## config.mk

```make
export PLATFORM = sky130hd
export DESIGN_NAME = dram_seq
export DESIGN_NICKNAME = d
export VERILOG_FILES = /design/src/rtl/dram_seq.sv
export SDC_FILE = /design/constraint.sdc
export NUM_CORES = 1
export LEC_CHECK = 0
export ABC_AREA = 1
export CAP_MARGIN = 40
export CORE_MARGIN = 5
export CORE_UTILIZATION = 45
export CTS_CLUSTER_SIZE = 12
export DETAILED_ROUTE_END_ITERATION = 8
export PLACE_DENSITY = 0.73
export REMOVE_ABC_BUFFERS = 1
export SYNTH_ARGS = -nofsm -noshare
export SYNTH_HDL_FRONTEND = slang
export SYNTH_SLANG_ARGS = --single-unit
```

## constraint.sdc

```tcl
create_clock -name clk -period 1.52 [get_ports clk]
set_clock_uncertainty 0.2 [all_clocks]
set_input_delay 0.304 -clock clk [delete_from_list [all_inputs] [get_ports clk]]
set_output_delay 0.304 -clock clk [all_outputs]
set_load 0.02 [all_outputs]
```

## src/rtl/dram_seq.sv

```systemverilog
module dram_seq #(
  parameter int ROW_W      = 10,
  parameter int COL_W      = 10,
  parameter int DW         = 4,
  parameter int T_RSU      = 1,
  parameter int T_RCD      = 2,
  parameter int T_CSU      = 1,
  parameter int T_CAS      = 3,
  parameter int T_RP       = 2,
  parameter int REF_PERIOD = 780
) (
  input  logic                                      clk,
  input  logic                                      rst_n,
  input  logic                                      req_valid,
  output logic                                      req_ready,
  input  logic [2:0]                                req_cmd,
  input  logic [ROW_W+COL_W-1:0]                    req_addr,
  input  logic [DW-1:0]                             req_wdata,
  output logic                                      rsp_valid,
  output logic [DW-1:0]                             rsp_data,
  output logic [((ROW_W > COL_W) ? ROW_W : COL_W)-1:0] dram_a,
  output logic                                      dram_ras_n,
  output logic                                      dram_cas_n,
  output logic                                      dram_we_n,
  output logic [DW-1:0]                             dram_dq_out,
  output logic                                      dram_dq_oe,
  input  logic [DW-1:0]                             dram_dq_in
);

  localparam int MW   = (ROW_W > COL_W) ? ROW_W : COL_W;
  localparam int LMAX = T_RSU + T_RCD + T_CSU + 2 * T_CAS + T_RP;
  localparam int CW   = $clog2(LMAX + 1);
  localparam int RCW  = $clog2(REF_PERIOD + 1);

  localparam logic [2:0] OP_RD  = 3'd0;
  localparam logic [2:0] OP_LW  = 3'd1;
  localparam logic [2:0] OP_EW  = 3'd2;
  localparam logic [2:0] OP_RMW = 3'd3;
  localparam logic [2:0] OP_REF = 3'd4;

  typedef enum logic [2:0] {S_IDLE, S_RSU, S_RCD, S_CSU, S_CAS, S_PRE} st_t;

  st_t              st;
  logic [CW-1:0]    cnt;
  logic [2:0]       op;
  logic [ROW_W-1:0] row_q;
  logic [COL_W-1:0] col_q;
  logic [DW-1:0]    wd_q;
  logic [RCW-1:0]   ref_cnt;
  logic             ref_pend;
  logic [ROW_W-1:0] ref_row;

  logic col_phase, cas_phase, is_ref, we_lo, last, fire, start_ref, capture;

  assign col_phase = (st == S_CSU) || (st == S_CAS);
  assign cas_phase = (st == S_CAS);
  assign is_ref    = (op == OP_REF);
  assign fire      = (ref_cnt == RCW'(REF_PERIOD - 1));
  assign start_ref = (st == S_IDLE) && ref_pend;
  assign capture   = cas_phase && (op == OP_RD || op == OP_RMW) && (cnt == CW'(T_CAS - 1));

  assign req_ready   = (st == S_IDLE) && !ref_pend;
  assign dram_ras_n  = !((st == S_RCD) || col_phase);
  assign dram_cas_n  = !(cas_phase && !is_ref);
  assign dram_we_n   = !we_lo;
  assign dram_dq_oe  = we_lo;
  assign dram_dq_out = we_lo ? wd_q : '0;

  always_comb begin
    case (op)
      OP_LW:   we_lo = cas_phase && (cnt != '0);
      OP_EW:   we_lo = col_phase;
      OP_RMW:  we_lo = cas_phase && (cnt >= CW'(T_CAS));
      default: we_lo = 1'b0;
    endcase
  end

  always_comb begin
    dram_a = '0;
    if ((st == S_RSU) || (st == S_RCD) || (col_phase && is_ref))
      dram_a[ROW_W-1:0] = row_q;
    else if (col_phase)
      dram_a[COL_W-1:0] = col_q;
  end

  always_comb begin
    case (st)
      S_RSU:   last = (cnt == CW'(T_RSU - 1));
      S_RCD:   last = (cnt == CW'(T_RCD - 1));
      S_CSU:   last = (cnt == CW'(T_CSU - 1));
      S_CAS:   last = (op == OP_RMW) ? (cnt == CW'(2 * T_CAS - 1)) : (cnt == CW'(T_CAS - 1));
      S_PRE:   last = (cnt == CW'(T_RP - 1));
      default: last = 1'b0;
    endcase
  end

  always_ff @(posedge clk or negedge rst_n) begin
    if (!rst_n) begin
      st    <= S_IDLE;
      cnt   <= '0;
      op    <= OP_RD;
      row_q <= '0;
      col_q <= '0;
      wd_q  <= '0;
    end else if (st == S_IDLE) begin
      cnt <= '0;
      if (ref_pend) begin
        st    <= S_RSU;
        op    <= OP_REF;
        row_q <= ref_row;
      end else if (req_valid) begin
        st    <= S_RSU;
        op    <= (req_cmd > OP_REF) ? OP_RD : req_cmd;
        row_q <= req_addr[ROW_W-1:0];
        col_q <= req_addr[ROW_W+COL_W-1:ROW_W];
        wd_q  <= req_wdata;
      end
    end else if (last) begin
      cnt <= '0;
      case (st)
        S_RSU:   st <= S_RCD;
        S_RCD:   st <= S_CSU;
        S_CSU:   st <= S_CAS;
        S_CAS:   st <= S_PRE;
        default: st <= S_IDLE;
      endcase
    end else begin
      cnt <= cnt + 1'b1;
    end
  end

  always_ff @(posedge clk or negedge rst_n) begin
    if (!rst_n) begin
      ref_cnt  <= '0;
      ref_pend <= 1'b0;
      ref_row  <= '0;
    end else begin
      ref_cnt <= fire ? '0 : ref_cnt + 1'b1;
      if (fire)
        ref_pend <= 1'b1;
      else if (start_ref)
        ref_pend <= 1'b0;
      if (start_ref)
        ref_row <= ref_row + 1'b1;
    end
  end

  always_ff @(posedge clk or negedge rst_n) begin
    if (!rst_n) begin
      rsp_valid <= 1'b0;
      rsp_data  <= '0;
    end else begin
      rsp_valid <= capture;
      if (capture)
        rsp_data <= dram_dq_in;
    end
  end

  p_cas_in_ras_r2: assert property (@(posedge clk) disable iff (!rst_n)
    !dram_cas_n |-> !dram_ras_n);

  p_col_hold_r2: assert property (@(posedge clk) disable iff (!rst_n)
    (!dram_cas_n && $past(!dram_cas_n)) |-> $stable(dram_a));

  p_rsp_pulse_r3: assert property (@(posedge clk) disable iff (!rst_n)
    rsp_valid |=> !rsp_valid);

  p_we_in_ras_r4: assert property (@(posedge clk) disable iff (!rst_n)
    !dram_we_n |-> !dram_ras_n);

  p_ref_quiet_r7: assert property (@(posedge clk) disable iff (!rst_n)
    (is_ref && st != S_IDLE) |-> (dram_cas_n && dram_we_n && !rsp_valid));

  p_ref_first_r9: assert property (@(posedge clk) disable iff (!rst_n)
    (st == S_IDLE && ref_pend) |=> (st == S_RSU && op == OP_REF));

  p_busy_r10: assert property (@(posedge clk) disable iff (!rst_n)
    !dram_ras_n |-> !req_ready);

endmodule

```

==> qor.log <==
qor: status.failed_checks setup timing
qor: placement.post-dp-hpwl 5.55 mm
qor: detailed_routing.wire_per_inst 14.3 µm
qor: detailed_routing.num_vias 2982
qor: yosys.synth.yosys.seq_area_share 0.479
qor: yosys.synthAdderAreaFrac 0.0240
qor: pwr.total_leakage_power 0.00232 µW
qor: status.outcome complete, but fails checks
qor: worst_setup_path.worstSetupStartpointType flip-flop
qor: yosys.syn-mean-instance-area 8.33 µm²
qor: clocking.cts_made_buffers 9
qor: yosys.synth_top_cell_area_share 0.479
qor: yosys.synthCells 376
qor: detailed_routing.firstDrtPassIters 4
qor: worst_setup_path.critical_path.max_fanout 10
qor: clocking.tritoncts done
qor: min_path.worstHoldPathType reg2reg
qor: detailed_routing.detail_route.iter0.violations 133
qor: yosys.post-synth-top-count-cell sky130_fd_sc_hd__nand2_1
qor: detailed_routing.routed_wirelength 8.66 mm
qor: global_routing.grt_max_degree 61
qor: yosys.synth.largest_area_cell sky130_fd_sc_hd__dfrtp_1
qor: timing.period_minus_slack 2220 ps
qor: die.dieHeight 93.4 µm
qor: worst_setup_path.path_class reg2out
qor: finish.area_growth_syn_to_layout 55.4%
qor: placement.place_ws -836 ps
qor: clocking.number_of_levels_in_the_clock_h_tree 3
qor: pwr.ir_drop 0.000844 V
qor: timing.setup_viol 67
qor: timing.fin_ws -704 ps
qor: die.initial_utilization 0.461
qor: die.core_area 0.00679 mm²
qor: detailed_routing.remaining_drc_errors 0
qor: finish.drive_above_1_share 0.413
qor: yosys.ys_async_sr_fraction 1.00
qor: clocking.worstSkewPairLatency 340 ps
qor: yosys.fraction_of_synthesized_area_in_multiplexers 0
qor: clocking.clockBufferDepth 2
qor: timing.layout_worst_path_cycle_share 1.46
qor: timing.number_of_failing_hold_endpoints_at_the_final_stage 0
qor: clocking.clk_root_buffer_cell sky130_fd_sc_hd__clkbuf_8
qor: yosys.post_synth_edffs 0
qor: die.ios 58
qor: timing.timing.final.max_slew_violations 0
qor: timing.finalSetupTns -21030 ps
qor: die.fp.dieArea 0.00873 mm²
qor: timing.clock.fmax 450 MHz
qor: placement.gpl_wtd_cong 0.864
qor: global_routing.grt_first_pass_wirelength 14.3 mm
qor: finish.n_fill_cell 479
qor: timing.rsz0062_at_grt yes
qor: yosys.synth_commonest_cells sky130_fd_sc_hd__nand2_1, sky130_fd_sc_hd__dfrtp_1, sky130_fd_sc_hd__inv_1
qor: die.row_count 30
qor: timing.maxSlewHeadroom 0.772
qor: global_routing.via_count_of_the_first_global_routing_pass 3036
qor: placement.post_dp_cell_area 0.00417 mm²
qor: yosys.synth_compound_gate_area_share 0.0883
qor: finish.seqCellArea 0.00151 mm²
qor: finish.finish.instance_area 0.00487 mm²
qor: pwr.powerDensity 1720 mW/mm²
qor: yosys.synth.ff_latch_count 60
qor: detailed_routing.detail_route.vias_per_cell 4.91
qor: yosys.count_of_yosys_warnings_during_synthesis 0
qor: finish.multiInputGateArea 0.00164 mm²
qor: clocking.numClockSinks 60
qor: yosys.area_share_of_and_or_nand_nor_cells_after_synthesis 0.286
qor: global_routing.initial_antenna_violation_count 0
qor: worst_setup_path.endpoint_arrival_time_on_the_critical_path 1720 ps
qor: global_routing.globalRouteTotalUtil 0.209
qor: timing.worst_pin_slew 341 ps
qor: die.die_width 93.4 µm
qor: yosys.synth.lib_cells_used.distinct 35
qor: yosys.syn_area 0.00313 mm²
qor: finish.num_antenna_cells 0
qor: timing.finalHoldWorstSlack 265 ps
qor: yosys.synth_top_family_by_area simple AND/OR/NAND/NOR gates
qor: detailed_routing.postRouteAntennaNets 0
qor: finish.finalNetCount 546
qor: yosys.ys_top_cells_by_area sky130_fd_sc_hd__dfrtp_1, sky130_fd_sc_hd__nand2_1, sky130_fd_sc_hd__inv_1
qor: worst_setup_path.worstSetupEndpointType output port
qor: yosys.synthFlopType sky130_fd_sc_hd__dfrtp_1
qor: flow_run.max-cap-violations 0
qor: clocking.cts.clk_slew.worst_paths 70 ps
qor: yosys.yosys.area_share.xor_xnor 0.0391
qor: worst_setup_path.data_required_critical_path 1020 ps
qor: global_routing.overflow 0
qor: placement.buffer_ports.inserted 57
[cell usage in the layout, fill, tap and decap left out, types with 3 or more instances in the layout]
cell type,instances
sky130_fd_sc_hd__nor2_4,10
sky130_fd_sc_hd__nand3_1,12
sky130_fd_sc_hd__xor2_1,12
sky130_fd_sc_hd__inv_2,8
sky130_fd_sc_hd__nand3_2,15
sky130_fd_sc_hd__buf_2,11
sky130_fd_sc_hd__dfrtp_1,56
sky130_fd_sc_hd__inv_1,37
sky130_fd_sc_hd__nand2_1,81
sky130_fd_sc_hd__nor3_1,6
sky130_fd_sc_hd__nor2_2,8
sky130_fd_sc_hd__clkbuf_8,10
sky130_fd_sc_hd__clkinvlp_4,4
sky130_fd_sc_hd__nor2_1,18
sky130_fd_sc_hd__buf_16,3
sky130_fd_sc_hd__nand3_4,3
sky130_fd_sc_hd__buf_6,27
sky130_fd_sc_hd__dfrtp_2,4
sky130_fd_sc_hd__a21oi_1,4
sky130_fd_sc_hd__o21ai_0,9
sky130_fd_sc_hd__o21ai_1,19
sky130_fd_sc_hd__nand2_2,23
sky130_fd_sc_hd__inv_4,5
sky130_fd_sc_hd__nand4_1,6
sky130_fd_sc_hd__a21oi_2,3
sky130_fd_sc_hd__buf_4,49
sky130_fd_sc_hd__nor3_4,3
sky130_fd_sc_hd__clkdlybuf4s50_1,32
[power by group]
group          total (µW)  internal (µW)  switching (µW)
sequential           2430           2060             366
clock                1270            628             641
combinational        4690           2230            2460
total                8390           4920            3470
[logic make-up (layout without fill, tap and decap cells)]
kind of cell | after synthesis | after routing
simple gates | 190 | 190
buf+inv | 61 | 196
flops | 60 | 60
compound gates | 45 | 45
xor+xnor | 14 | 14
fa+ha+maj | 6 | 6
[sequential cells by signal, summed over array words and instances (netlist names)]
signal	cells
col_q	10
ref_cnt	10
ref_row	10
row_q	10
cnt	4
rsp_data	4
wd_q	4
op	3
st	3
ref_pend	1
rsp_valid	1
[per-layer routing]
layer / track usage / up-vias / routed length, µm
li1: - / 1462 / -
met1: 0.261 / 1427 / 3630
met4: 0.0635 / 0 / 160
met2: 0.353 / 79 / 4400
met5: 0 / - / 0
met3: 0.0539 / 14 / 471
[through the flow]
step,util,total power (µW),cells
finish,0.717,8390,607
global route,0.717,8940,607
CTS,0.699,8130,603
detailed placement,0.614,6090,572
global placement,0.614,5980,572
floorplan,-,4230,367
[what timing repair did]
item,in CTS,in global routing
gates resized for setup,183,44
hold buffers,1,0
endpoints found under the hold margin,60,0
setup endpoints to repair,75,80
setup buffers,11,5
cloned,4,0
pin swaps,19,9
[critical path, cell delays in order, from the launching register on]
cell and delay, ps:
sky130_fd_sc_hd__dfrtp_2 430, sky130_fd_sc_hd__nor2_2 50, sky130_fd_sc_hd__nand2_2 110, sky130_fd_sc_hd__o21ai_4 110
sky130_fd_sc_hd__a21oi_4 200, sky130_fd_sc_hd__buf_8 180, sky130_fd_sc_hd__nand3_2 70, sky130_fd_sc_hd__nand2_1 80
sky130_fd_sc_hd__buf_2 160
[path summary, 6_finish.rpt]
kind | from | end | slack, ps | cells past startpoint
max in group asynchronous | rst_n | st[0] | 540 | 3
worst min-delay path | ref_row[7] | ref_row[7] | 260 | 1
worst max register to register | st[0] | col_q[8] | -250 | 9
min in group asynchronous | rst_n | cnt[2] | 310 | 3
worst max-delay path | st[1] | dram_a[8] | -700 | 8
worst min register to register | ref_row[7] | ref_row[7] | 260 | 1
[final cells by class]
class / instances / share of cell area
Clock buffer: 10 / 0.0283
Timing Repair Buffer: 128 / 0.247
Multi-Input combinational cell: 255 / 0.337
Tap cell: 96 / 0.0247
Sequential cell: 60 / 0.309
Clock inverter: 6 / 0.00822
Inverter: 52 / 0.0447
(Power assumes the default switching activity.)
